**config.mk**
```make
export PLATFORM = sky130hd
export DESIGN_NAME = stereo_rec_play
export DESIGN_NICKNAME = d
export VERILOG_FILES = /design/src/rtl/srp_pkg.sv /design/src/rtl/srp_datapath.sv /design/src/rtl/srp_control.sv /design/src/rtl/stereo_rec_play.sv
export SDC_FILE = /design/constraint.sdc
export NUM_CORES = 1
export LEC_CHECK = 0
export ABC_AREA = 1
export BUFFER_PORTS_ARGS = -buffer_cell sky130_fd_sc_hd__buf_2
export CORE_UTILIZATION = 49
export CTS_CLUSTER_DIAMETER = 50
export DETAILED_ROUTE_END_ITERATION = 8
export HOLD_SLACK_MARGIN = 0.03
export MAX_ROUTING_LAYER = met4
export PLACE_DENSITY = 0.8
export RECOVER_POWER = 100
export REMOVE_ABC_BUFFERS = 1
export SLEW_MARGIN = 20
export SYNTH_ARGS = -nofsm -noshare
export SYNTH_HDL_FRONTEND = slang
export SYNTH_HIERARCHICAL = 1
export SYNTH_SLANG_ARGS = --single-unit
```
**constraint.sdc**
```tcl
create_clock -name clk -period 2.9 [get_ports clk]
set_clock_uncertainty 0.2 [all_clocks]
set_input_delay 0.145 -clock clk [delete_from_list [all_inputs] [get_ports clk]]
set_output_delay 0.145 -clock clk [all_outputs]
set_load 0.005 [all_outputs]
```
**src/rtl/srp_pkg.sv**
```systemverilog
package srp_pkg;

  // Strobes from the sequencing control to the datapath
  typedef struct packed {
    logic captureRx;
    logic writeLeft;
    logic writeRight;
    logic readLeft;
    logic readRight;
    logic rewind;
  } srpStrobe_t;

  typedef enum logic [2:0] {
    ST_REC_WAIT,
    ST_REC_L,
    ST_REC_R,
    ST_PLAY_WAIT,
    ST_PLAY_L,
    ST_PLAY_R,
    ST_IDLE
  } srpState_t;

endpackage

```
**src/rtl/srp_datapath.sv**
```systemverilog
module srp_datapath
  import srp_pkg::*;
#(
  parameter int ADDR_W = 24,
  parameter int DATA_W = 24,
  parameter logic [ADDR_W-1:0] START_ADDR = 24'h040000,
  parameter logic [ADDR_W-1:0] LIMIT_ADDR = 24'h050000,
  parameter logic [DATA_W-1:0] CTRL_WORD  = 24'h000300
) (
  input  logic              clk,
  input  logic              rstN,
  input  srpStrobe_t        strb,
  input  logic [DATA_W-1:0] rxLeft,
  input  logic [DATA_W-1:0] rxRight,
  input  logic [DATA_W-1:0] memRdata,
  output logic              memWe,
  output logic              memRe,
  output logic [ADDR_W-1:0] memAddr,
  output logic [DATA_W-1:0] memWdata,
  output logic [DATA_W-1:0] txLeft,
  output logic [DATA_W-1:0] txRight,
  output logic [DATA_W-1:0] txCtrl3,
  output logic [DATA_W-1:0] txCtrl4,
  output logic              pastLimit
);

  localparam logic [ADDR_W-1:0] ADDR_STEP = ADDR_W'(1);

  logic [ADDR_W-1:0] ptr;
  logic [DATA_W-1:0] holdLeft, holdRight;
  logic              pendLeft, pendRight;
  logic              anyAccess;

  assign memWe     = strb.writeLeft | strb.writeRight;
  assign memRe     = strb.readLeft | strb.readRight;
  assign anyAccess = memWe | memRe;
  assign memAddr   = ptr;
  assign memWdata  = strb.writeRight ? holdRight : holdLeft;
  assign pastLimit = (ptr >= LIMIT_ADDR);

  // Address pointer
  always_ff @(posedge clk) begin
    if (!rstN) begin
      ptr <= START_ADDR;
    end else if (strb.rewind) begin
      ptr <= START_ADDR;
    end else if (anyAccess) begin
      ptr <= ptr + ADDR_STEP;
    end
  end

  // Received pair latch
  always_ff @(posedge clk) begin
    if (!rstN) begin
      holdLeft  <= '0;
      holdRight <= '0;
    end else if (strb.captureRx) begin
      holdLeft  <= rxLeft;
      holdRight <= rxRight;
    end
  end

  // Read return tagging and transmit slots
  always_ff @(posedge clk) begin
    if (!rstN) begin
      pendLeft  <= 1'b0;
      pendRight <= 1'b0;
      txLeft    <= '0;
      txRight   <= '0;
      txCtrl3   <= '0;
      txCtrl4   <= '0;
    end else begin
      pendLeft  <= strb.readLeft;
      pendRight <= strb.readRight;
      if (pendLeft)  txLeft  <= memRdata;
      if (pendRight) txRight <= memRdata;
      if (strb.readLeft) begin
        txCtrl3 <= CTRL_WORD;
        txCtrl4 <= CTRL_WORD;
      end
    end
  end


  pair_order_chk: assert property (@(posedge clk) disable iff (!rstN)
    strb.writeRight |-> ($past(strb.writeLeft) && (memAddr == ADDR_W'($past(memAddr) + ADDR_STEP))))
    else $error("right sample written without preceding left at previous address");


  addr_window_chk: assert property (@(posedge clk) disable iff (!rstN)
    anyAccess |-> ((memAddr >= START_ADDR) && (memAddr < LIMIT_ADDR)))
    else $error("memory access outside recording window");


  read_order_chk: assert property (@(posedge clk) disable iff (!rstN)
    strb.readRight |-> $past(strb.readLeft))
    else $error("right read without preceding left read");


  access_excl_chk: assert property (@(posedge clk) disable iff (!rstN)
    !(memWe && memRe))
    else $error("read and write requested together");

endmodule

```
**src/rtl/srp_control.sv**
```systemverilog
module srp_control
  import srp_pkg::*;
(
  input  logic       clk,
  input  logic       rstN,
  input  logic       frameActive,
  input  logic       pastLimit,
  output srpStrobe_t strb,
  output logic       done
);

  srpState_t state, stateNext;
  logic      frameSeen;
  logic      frameEdge;

  // Starts high so a flag already high at reset release is not an edge
  assign frameEdge = frameActive & ~frameSeen;
  assign done      = (state == ST_IDLE);

  always_ff @(posedge clk) begin
    if (!rstN) begin
      state     <= ST_REC_WAIT;
      frameSeen <= 1'b1;
    end else begin
      state     <= stateNext;
      frameSeen <= frameActive;
    end
  end

  always_comb begin
    strb      = '0;
    stateNext = state;
    case (state)
      ST_REC_WAIT: begin
        if (pastLimit) begin
          strb.rewind = 1'b1;
          stateNext   = frameEdge ? ST_PLAY_L : ST_PLAY_WAIT;
        end else if (frameEdge) begin
          strb.captureRx = 1'b1;
          stateNext      = ST_REC_L;
        end
      end
      ST_REC_L: begin
        strb.writeLeft = 1'b1;
        stateNext      = ST_REC_R;
      end
      ST_REC_R: begin
        strb.writeRight = 1'b1;
        stateNext       = ST_REC_WAIT;
      end
      ST_PLAY_WAIT: begin
        if (pastLimit)      stateNext = ST_IDLE;
        else if (frameEdge) stateNext = ST_PLAY_L;
      end
      ST_PLAY_L: begin
        strb.readLeft = 1'b1;
        stateNext     = ST_PLAY_R;
      end
      ST_PLAY_R: begin
        strb.readRight = 1'b1;
        stateNext      = ST_PLAY_WAIT;
      end
      ST_IDLE:  stateNext = ST_IDLE;
      default:  stateNext = ST_IDLE;
    endcase
  end


  frame_edge_chk: assert property (@(posedge clk) disable iff (!rstN)
    (strb.writeLeft || strb.readLeft) |-> ($past(frameActive) && !$past(frameActive, 2)))
    else $error("frame step taken without a low-to-high frame edge");


  idle_sticky_chk: assert property (@(posedge clk) disable iff (!rstN)
    done |=> done)
    else $error("terminal state left without reset");


  idle_quiet_chk: assert property (@(posedge clk) disable iff (!rstN)
    done |-> !(strb.writeLeft || strb.writeRight || strb.readLeft || strb.readRight))
    else $error("memory strobe while finished");

endmodule

```
**src/rtl/stereo_rec_play.sv**
```systemverilog
module stereo_rec_play
  import srp_pkg::*;
#(
  parameter int ADDR_W = 24,
  parameter int DATA_W = 24,
  parameter logic [ADDR_W-1:0] START_ADDR = 24'h040000,
  parameter logic [ADDR_W-1:0] LIMIT_ADDR = 24'h050000,
  parameter logic [DATA_W-1:0] CTRL_WORD  = 24'h000300
) (
  input  logic              clk,
  input  logic              rstN,
  input  logic              frameActive,
  input  logic [DATA_W-1:0] rxLeft,
  input  logic [DATA_W-1:0] rxRight,
  output logic              memWe,
  output logic              memRe,
  output logic [ADDR_W-1:0] memAddr,
  output logic [DATA_W-1:0] memWdata,
  input  logic [DATA_W-1:0] memRdata,
  output logic [DATA_W-1:0] txLeft,
  output logic [DATA_W-1:0] txRight,
  output logic [DATA_W-1:0] txCtrl3,
  output logic [DATA_W-1:0] txCtrl4,
  output logic              done
);

  srpStrobe_t strb;
  logic       pastLimit;

  srp_control uCtrl (
    .clk         (clk),
    .rstN        (rstN),
    .frameActive (frameActive),
    .pastLimit   (pastLimit),
    .strb        (strb),
    .done        (done)
  );

  srp_datapath #(
    .ADDR_W     (ADDR_W),
    .DATA_W     (DATA_W),
    .START_ADDR (START_ADDR),
    .LIMIT_ADDR (LIMIT_ADDR),
    .CTRL_WORD  (CTRL_WORD)
  ) uData (
    .clk       (clk),
    .rstN      (rstN),
    .strb      (strb),
    .rxLeft    (rxLeft),
    .rxRight   (rxRight),
    .memRdata  (memRdata),
    .memWe     (memWe),
    .memRe     (memRe),
    .memAddr   (memAddr),
    .memWdata  (memWdata),
    .txLeft    (txLeft),
    .txRight   (txRight),
    .txCtrl3   (txCtrl3),
    .txCtrl4   (txCtrl4),
    .pastLimit (pastLimit)
  );

endmodule

```
==> results of run 1 <==
## metrics by stage
| stage | TNS [ns] | setup slack, ns | utilization [%] |
|---|---|---|---|
| floorplan | -73.37 | -1.528 | - |
| global placement | 0 | 0.9953 | 56.93 |
| detailed placement | 0 | 0.9342 | 56.93 |
| CTS | 0 | 0.7477 | 68.16 |
| global route | 0 | 0.2754 | 66.91 |
| finish | 0 | 0.4794 | 66.93 |
## final cells by class
class | count | area share (%)
clock buffer | 23 | 6.281
antenna | 1 | 0.03288
inverter | 38 | 1.874
timing repair buffer | 260 | 21.06
sequential | 127 | 33.41
tap | 143 | 2.351
clock inverter | 8 | 0.7728
multi-input combinational | 597 | 34.22
## cell families after synthesis
family | after synthesis | share of synthesized area, %
AND/OR/NAND/NOR | 424 | 31.61
flip-flops | 127 | 44.54
buffers and inverters | 122 | 11.90
adder cells (fa/ha/maj) | 2 | 0.4383
AO/OA/AOI/OAI | 124 | 10.98
XOR/XNOR | 3 | 0.4604
other | 1 | 0.06570
## layer usage
layer / global-route usage [%] / part of all wire [%] / up-vias
li1: - / - / 2921
met5: - / 0 / -
met3: 7.054 / 7.3 / 61
met4: 14.00 / 3.0 / 0
met1: 30.62 / 40 / 2677
met2: 46.29 / 50 / 294
## sequential cells by signal (all words and copies together), names as in the netlist
name and cells:
uData/holdLeft 24, uData/holdRight 24, uData/memAddr 24, uData/txLeft 24, uData/txRight 24, uCtrl/state 3, uCtrl/frameSeen 1, uData/pendLeft 1
uData/pendRight 1, uData/txCtrl4 1
## report_power, final
part           internal, mW  switching [mW]
clock network          1.16           0.760
logic                 0.197           0.274
registers              1.81          0.0402
## cells in the mapped netlist, drive strengths merged
cell    instances
a21oi          18
and3            1
buf            61
clkbuf         23
clkinv          1
conb            1
dfxtp         127
ha              2
inv            37
nand2         138
nand3          22
nand4           7
nor2          246
nor3            7
nor3b           2
o21ai         105
o21bai          1
or2             1
xor2            3
## worst max-delay path, cell delays in order (launching register included)
cell and delay (ns):
dfxtp_1 0.33, inv_1 0.17, nand2_1 0.14, nor2_2 0.16, clkbuf_2 0.50, nand2_1 0.11
nand2_1 0.11, clkbuf_1 0.15
## path summary, 6_finish.rpt
check	startpoint	end	slack, ns	cells after the start
setup / recovery	uCtrl/state[2]	memWdata[9]	0.48	7
hold reg to reg	uData/txRight[19]	uData/txRight[19]	0.30	2
hold / removal	uData/txRight[19]	uData/txRight[19]	0.30	2
setup reg to reg	uData/pendLeft	uData/txLeft[23]	0.51	4
## cells in the final DEF, fill, tap and decap left out, types with 2 or more instances in the layout
master	synthesis	routed
clkinv_2	0	2
nand3_1	19	21
clkbuf_2	0	2
nor2_1	237	238
clkbuf_1	23	67
nand4_1	7	7
buf_2	6	114
clkinv_4	0	2
clkinvlp_4	0	3
o21ai_1	3	3
xor2_1	3	3
clkbuf_8	0	3
dfxtp_1	127	127
a21oi_1	17	18
nor2_4	7	6
dlygate4sd3_1	0	74
nand2_2	8	7
nor3_1	6	6
conb_1	1	44
ha_1	2	2
nand2_1	128	130
buf_4	50	5
clkbuf_16	0	17
inv_1	33	36
o21ai_0	102	102
nor3b_1	1	2
==> reports/qor.txt, run 1 <==
Status -> complete, no violations
Pleak -> 3.721 nW
I/O Buffers -> 177
Initial antenna violation count -> 0
Total GRT Usage -> 27.75%
Top cell type's share of synthesized area -> 44.54%
Vias post-DR -> 5953
Clock buffer count from CTS -> 17
Final Cell Area -> 0.007610 sq mm
Period utilisation layout -> 83.47%
Total Wirelength -> 16.32 mm
Wirelength per Cell -> 13.64 microns
DIE WIDTH -> 109.9 microns
Max-Cap Viols -> 0
Layout Nets -> 1118
Hold_buf cts -> 74
Crit end category -> output pin
I/O Pins -> 222
Part of the Yosys area used for sequential elements -> 44.54%
Netlist cell types -> 35
Area of the multi-input gates -> 0.002604 sq mm
Hold Violations, Final -> 0
Pwr Density -> 557.6 mW/mm^2
Maximum fanout along the worst path -> 24
Core Area -> 0.01137 sq mm
Clock Tree Buf Depth -> 2
Clock sinks -> 127
Syn_area_per_cell -> 7.108 sq um
Register Area -> 0.002542 sq mm
Fin. max-slew vios -> 0
Fraction of layout cells with a size suffix above 1 -> 16.05%
Drt via density -> 4.973
Max Fclk -> 413.1 MHz
Area Growth Syn to Fin -> 33.32%
Startpoint Class -> register
Setup bufs post-CTS -> 0
WP data required -> 2.56 ns
First-pass GRT wire length -> 25.01 mm
Initial Util -> 50.20%
Max_slew headroom -> 32.87%
H-tree depth -> 4
Tot Pwr -> 4.243 mW
Worst-Margin Slew -> 1.007 ns
HPWL after detailed placement -> 9.387 mm
GPL Wtd Cong -> 0.9025
Critical path class -> register to output pin
Worst min path class -> register to register
Seq cells post-synth -> 127
Max VDD drop -> 434.9 uV
CTS root buf -> clkbuf_16
Cell count after synthesis -> 803
Placed Instances -> 1091
Setup violators final -> 0
Final ANT Viol Nets -> 0
Die height -> 109.9 microns
Unrepaired setup endpoints after global routing -> false
Vias in the first global route -> 5385
Residual DRC -> 0
Finished Layout Cells -> 1197
Fin crit period -> 2.421 ns
Grt total ovfl -> 0
Clk slew on worst S/H paths -> 0.06 ns
CTS tree -> done
Pre-antenna DRT Iters -> 6
Synth area leader -> dfxtp_1
Die area -> 0.01208 sq mm
Row cnt -> 39
Ranking of synthesized cells by area -> dfxtp_1 45%, nor2_1 16%, o21ai_0 8.9%
Synth warn -> 6
CP arrival -> 2.08 ns
Post-synth design cell area -> 0.005708 sq mm
Violation count after the first detailed-route iteration -> 557
Fillers -> 985
Clk_lat worst skew -> 0.40 ns
Pin count of the biggest net entering global routing -> 56
Final hold slack -> 0.2970 ns
Cells resized by post-CTS repair -> 0
Area after DPL -> 0.006472 sq mm
(Power assumes the default switching activity.)
==> run 2: changes to the inputs <==
ABC_AREA = 0   (was 1)
clock period = 2.5 ns   (was 2.9 ns; I/O delays follow)
==> run 2 against run 1 <==
  * Die area grew 1.3%
  * Design area grew 7.4%
  * Worst setup slack lost 0.39 ns
  * Combinational power shrank 12%
  * Synthesized area grew 1.3%
  * Power grew 21%
  * Sequential share of layout area shrank 2.3 points
  * Hold slack gained 0.018 ns
  * Sequential power grew 12%
  * Routed wire length shrank 1.8%
  * Critical endpoint is now uData/holdLeft[9]
==> reports/qor.txt, run 2 <==
Status -> complete, no violations
Pleak -> 3.329 nW
Hold Violations, Final -> 0
Cell count after synthesis -> 565
Sw frac -> 21.02%
Syn_area_per_cell -> 10.24 sq um
Worst min path class -> register to register
HPWL after detailed placement -> 8.852 mm
H-tree depth -> 4
Number of synthesized flops with an enable pin -> 0
DIE WIDTH -> 110.7 microns
Grt total ovfl -> 0
Max Fclk -> 415.3 MHz
GPL Wtd Cong -> 0.7801
CTS tree -> done
CP arrival -> 2.51 ns
Slowest cell on the critical path -> or3b_4
Total Wirelength -> 16.03 mm
P_int -> 4.067 mW
Seq cells post-synth -> 127
Clk slew on worst S/H paths -> 0.06 ns
Pre-antenna DRT Iters -> 5
Initial antenna violation count -> 1
Vias post-DR -> 5025
Fraction of layout cells with a size suffix above 1 -> 29.58%
Critical Path Max Stage Delay -> 0.43 ns
Fin crit period -> 2.408 ns
Worst path bufs/invs -> 2
Setup violators final -> 0
Post-synth ARST share -> 0%
Vias in the first global route -> 5058
Violation count after the first detailed-route iteration -> 361
Ranking of synthesized cells by area -> dfxtp_1 44%, mux2i_1 17%, nor2b_1 11%
Most frequent cells in the layout -> 152 x buf_2, 125 x dfxtp_1, 98 x nor2b_1, 92 x mux2i_1, 75 x dlygate4sd3_1
First-pass GRT wire length -> 24.43 mm
Finished Layout Cells -> 979
Clk_lat worst skew -> 0.41 ns
Comb power frac -> 8.0%
Pin count of the biggest net entering global routing -> 64
Wirelength per Cell -> 16.37 microns
Drt via density -> 5.133
Placed Instances -> 866
Clock sinks -> 127
WP data required -> 2.60 ns
Post-synth design cell area -> 0.005784 sq mm
Netlist cell types -> 46
Tot Pwr -> 5.149 mW
Leading cell type in the layout, fill and taps excluded -> buf_2
Part of the Yosys area used for sequential elements -> 43.95%
Startpoint Class -> register
Max VDD drop -> 495.7 uV
CTS root buf -> clkbuf_16
Post-synthesis adder-cell area fraction -> 0.4326%
Top cell type's share of synthesized area -> 43.95%
Synth Area in Compound Gates -> 4.067%
Row cnt -> 39
I/O Buffers -> 177
Maximum fanout along the worst path -> 6
Crit end category -> register
I/O Pins -> 222
Fin. max-slew vios -> 0
Fillers -> 787
Final ANT Viol Nets -> 0
Total GRT Usage -> 25.77%
Clock buffer count from CTS -> 17
Synth warn -> 6
Post-synth top cells -> 127 x dfxtp_1, 98 x nor2b_1, 96 x mux2i_1
Crit path cell chain -> nor3_2, nand3_1, or3b_4, nor4_4, buf_6, clkbuf_16, mux2i_2, nor2b_1
Crit-path leading delay family -> simple AND/OR/NAND/NOR gates
Synth Area in Simple Gates -> 19.51%
Pwr Density -> 630.3 mW/mm^2
Die area -> 0.01224 sq mm
Layout Nets -> 899
Sw power -> 1.082 mW
Core Area -> 0.01147 sq mm
Critical path class -> register to register
Residual DRC -> 0
Clk pwr share -> 51.6%
Final setup TNS -> 0 ns
Initial Util -> 50.44%
Max-Cap Viols -> 0
Synth area leader -> dfxtp_1
Unrepaired setup endpoints after global routing -> true
Clock Tree Buf Depth -> 2
Util after Layout -> 71.25%
Period utilisation layout -> 96.31%
Top-count cell post-synth -> dfxtp_1
Register share of total power -> 40.3%
Post-synthesis mux area share -> 21.28%
Post-synthesis xor/xnor area fraction -> 1.363%
Area Growth Syn to Fin -> 41.25%
Prevailing post-synth register cell -> dfxtp_1
Die height -> 110.7 microns
Largest family of logic cells by synthesized area -> multiplexers
[run 2: cell count changes after synthesis, moves of 7 or more]
cell and delta:
nor2_4 -7, inv_1 -26, nand2_2 -8, nand2_1 -120, mux2i_1 +96, mux2_2 +24
o21ai_0 -94, or4_1 +7, nor2_1 -224, nor2b_1 +98
[run 2: layout make-up]
type                    instances  area, sq um  share of cell area (%)
clock inverters                 9        153.9                   1.884
diodes                          1        2.502                 0.03063
inverters                       8        30.03                  0.3675
flip-flops and latches        127         2545                   31.15
clock buffers                  23        488.0                   5.972
multi-input cells             393         2915                   35.68
repair buffers                275         1857                   22.73
well taps                     143        178.9                   2.190
[run 2: final timing paths]
check | start | endpoint | slack (ns) | cells after the start
setup reg to reg | uData/memAddr[21] | uData/holdLeft[9] | 0.09 | 8
hold / removal | uData/txLeft[1] | uData/txLeft[1] | 0.31 | 2
hold reg to reg | uData/txLeft[1] | uData/txLeft[1] | 0.31 | 2
setup / recovery | uData/memAddr[21] | uData/holdLeft[9] | 0.09 | 8
[run 2: cell families after synthesis]
logic type      Yosys count
simple gates            183
flops                   127
mux                     120
buf+inv                  88
compound gates           35
xor+xnor                  9
fa+ha+maj                 2
other cells               1
[run 2: power groups by stage]
| stage | Sequential [mW] | Combinational [mW] | Clock [mW] |
|---|---|---|---|
| global route | 2.08 | 0.440 | 2.80 |
| floorplan | 2.11 | 0.156 | 0 |
| detailed placement | 2.12 | 0.274 | 0 |
| finish | 2.08 | 0.414 | 2.66 |
| CTS | 2.07 | 0.371 | 2.69 |
| global placement | 2.11 | 0.265 | 0 |
[run 2: worst register-to-register path, cell delays in order, from the launching register on]
cell       delay [ns]
dfxtp_2          0.34
nor3_2           0.18
nand3_1          0.12
or3b_4           0.44
nor4_4           0.28
buf_6            0.20
clkbuf_16        0.19
mux2i_2          0.26
nor2b_1          0.09
[run 2: metal layers]
metal,vias up,GRT usage (%),routed length [microns]
li1,2367,-,-
met1,2391,25.77,6381
met2,208,45.30,8190
met3,59,5.850,753
met4,0,16.27,702
met5,-,-,0
[run 2: through the flow]
step                hold WS, ns  setup WS, ns  instance area, sq um
global route             0.3283      -0.02378                  8170
finish                   0.3149       0.09218                  8170
detailed placement       0.1630       0.05090                  6655
CTS                      0.2995       0.02981                  8048
floorplan             -0.001960        -6.011                  5436
global placement         0.1535        0.1448                  6655
[run 2: what timing repair did]
action                     in CTS  in global routing
hold buffers                   75                  0
buffers inserted                0                  1
setup endpoints to repair       0                 57
hold endpoints to repair      102                  0
gates resized for setup         0                 21
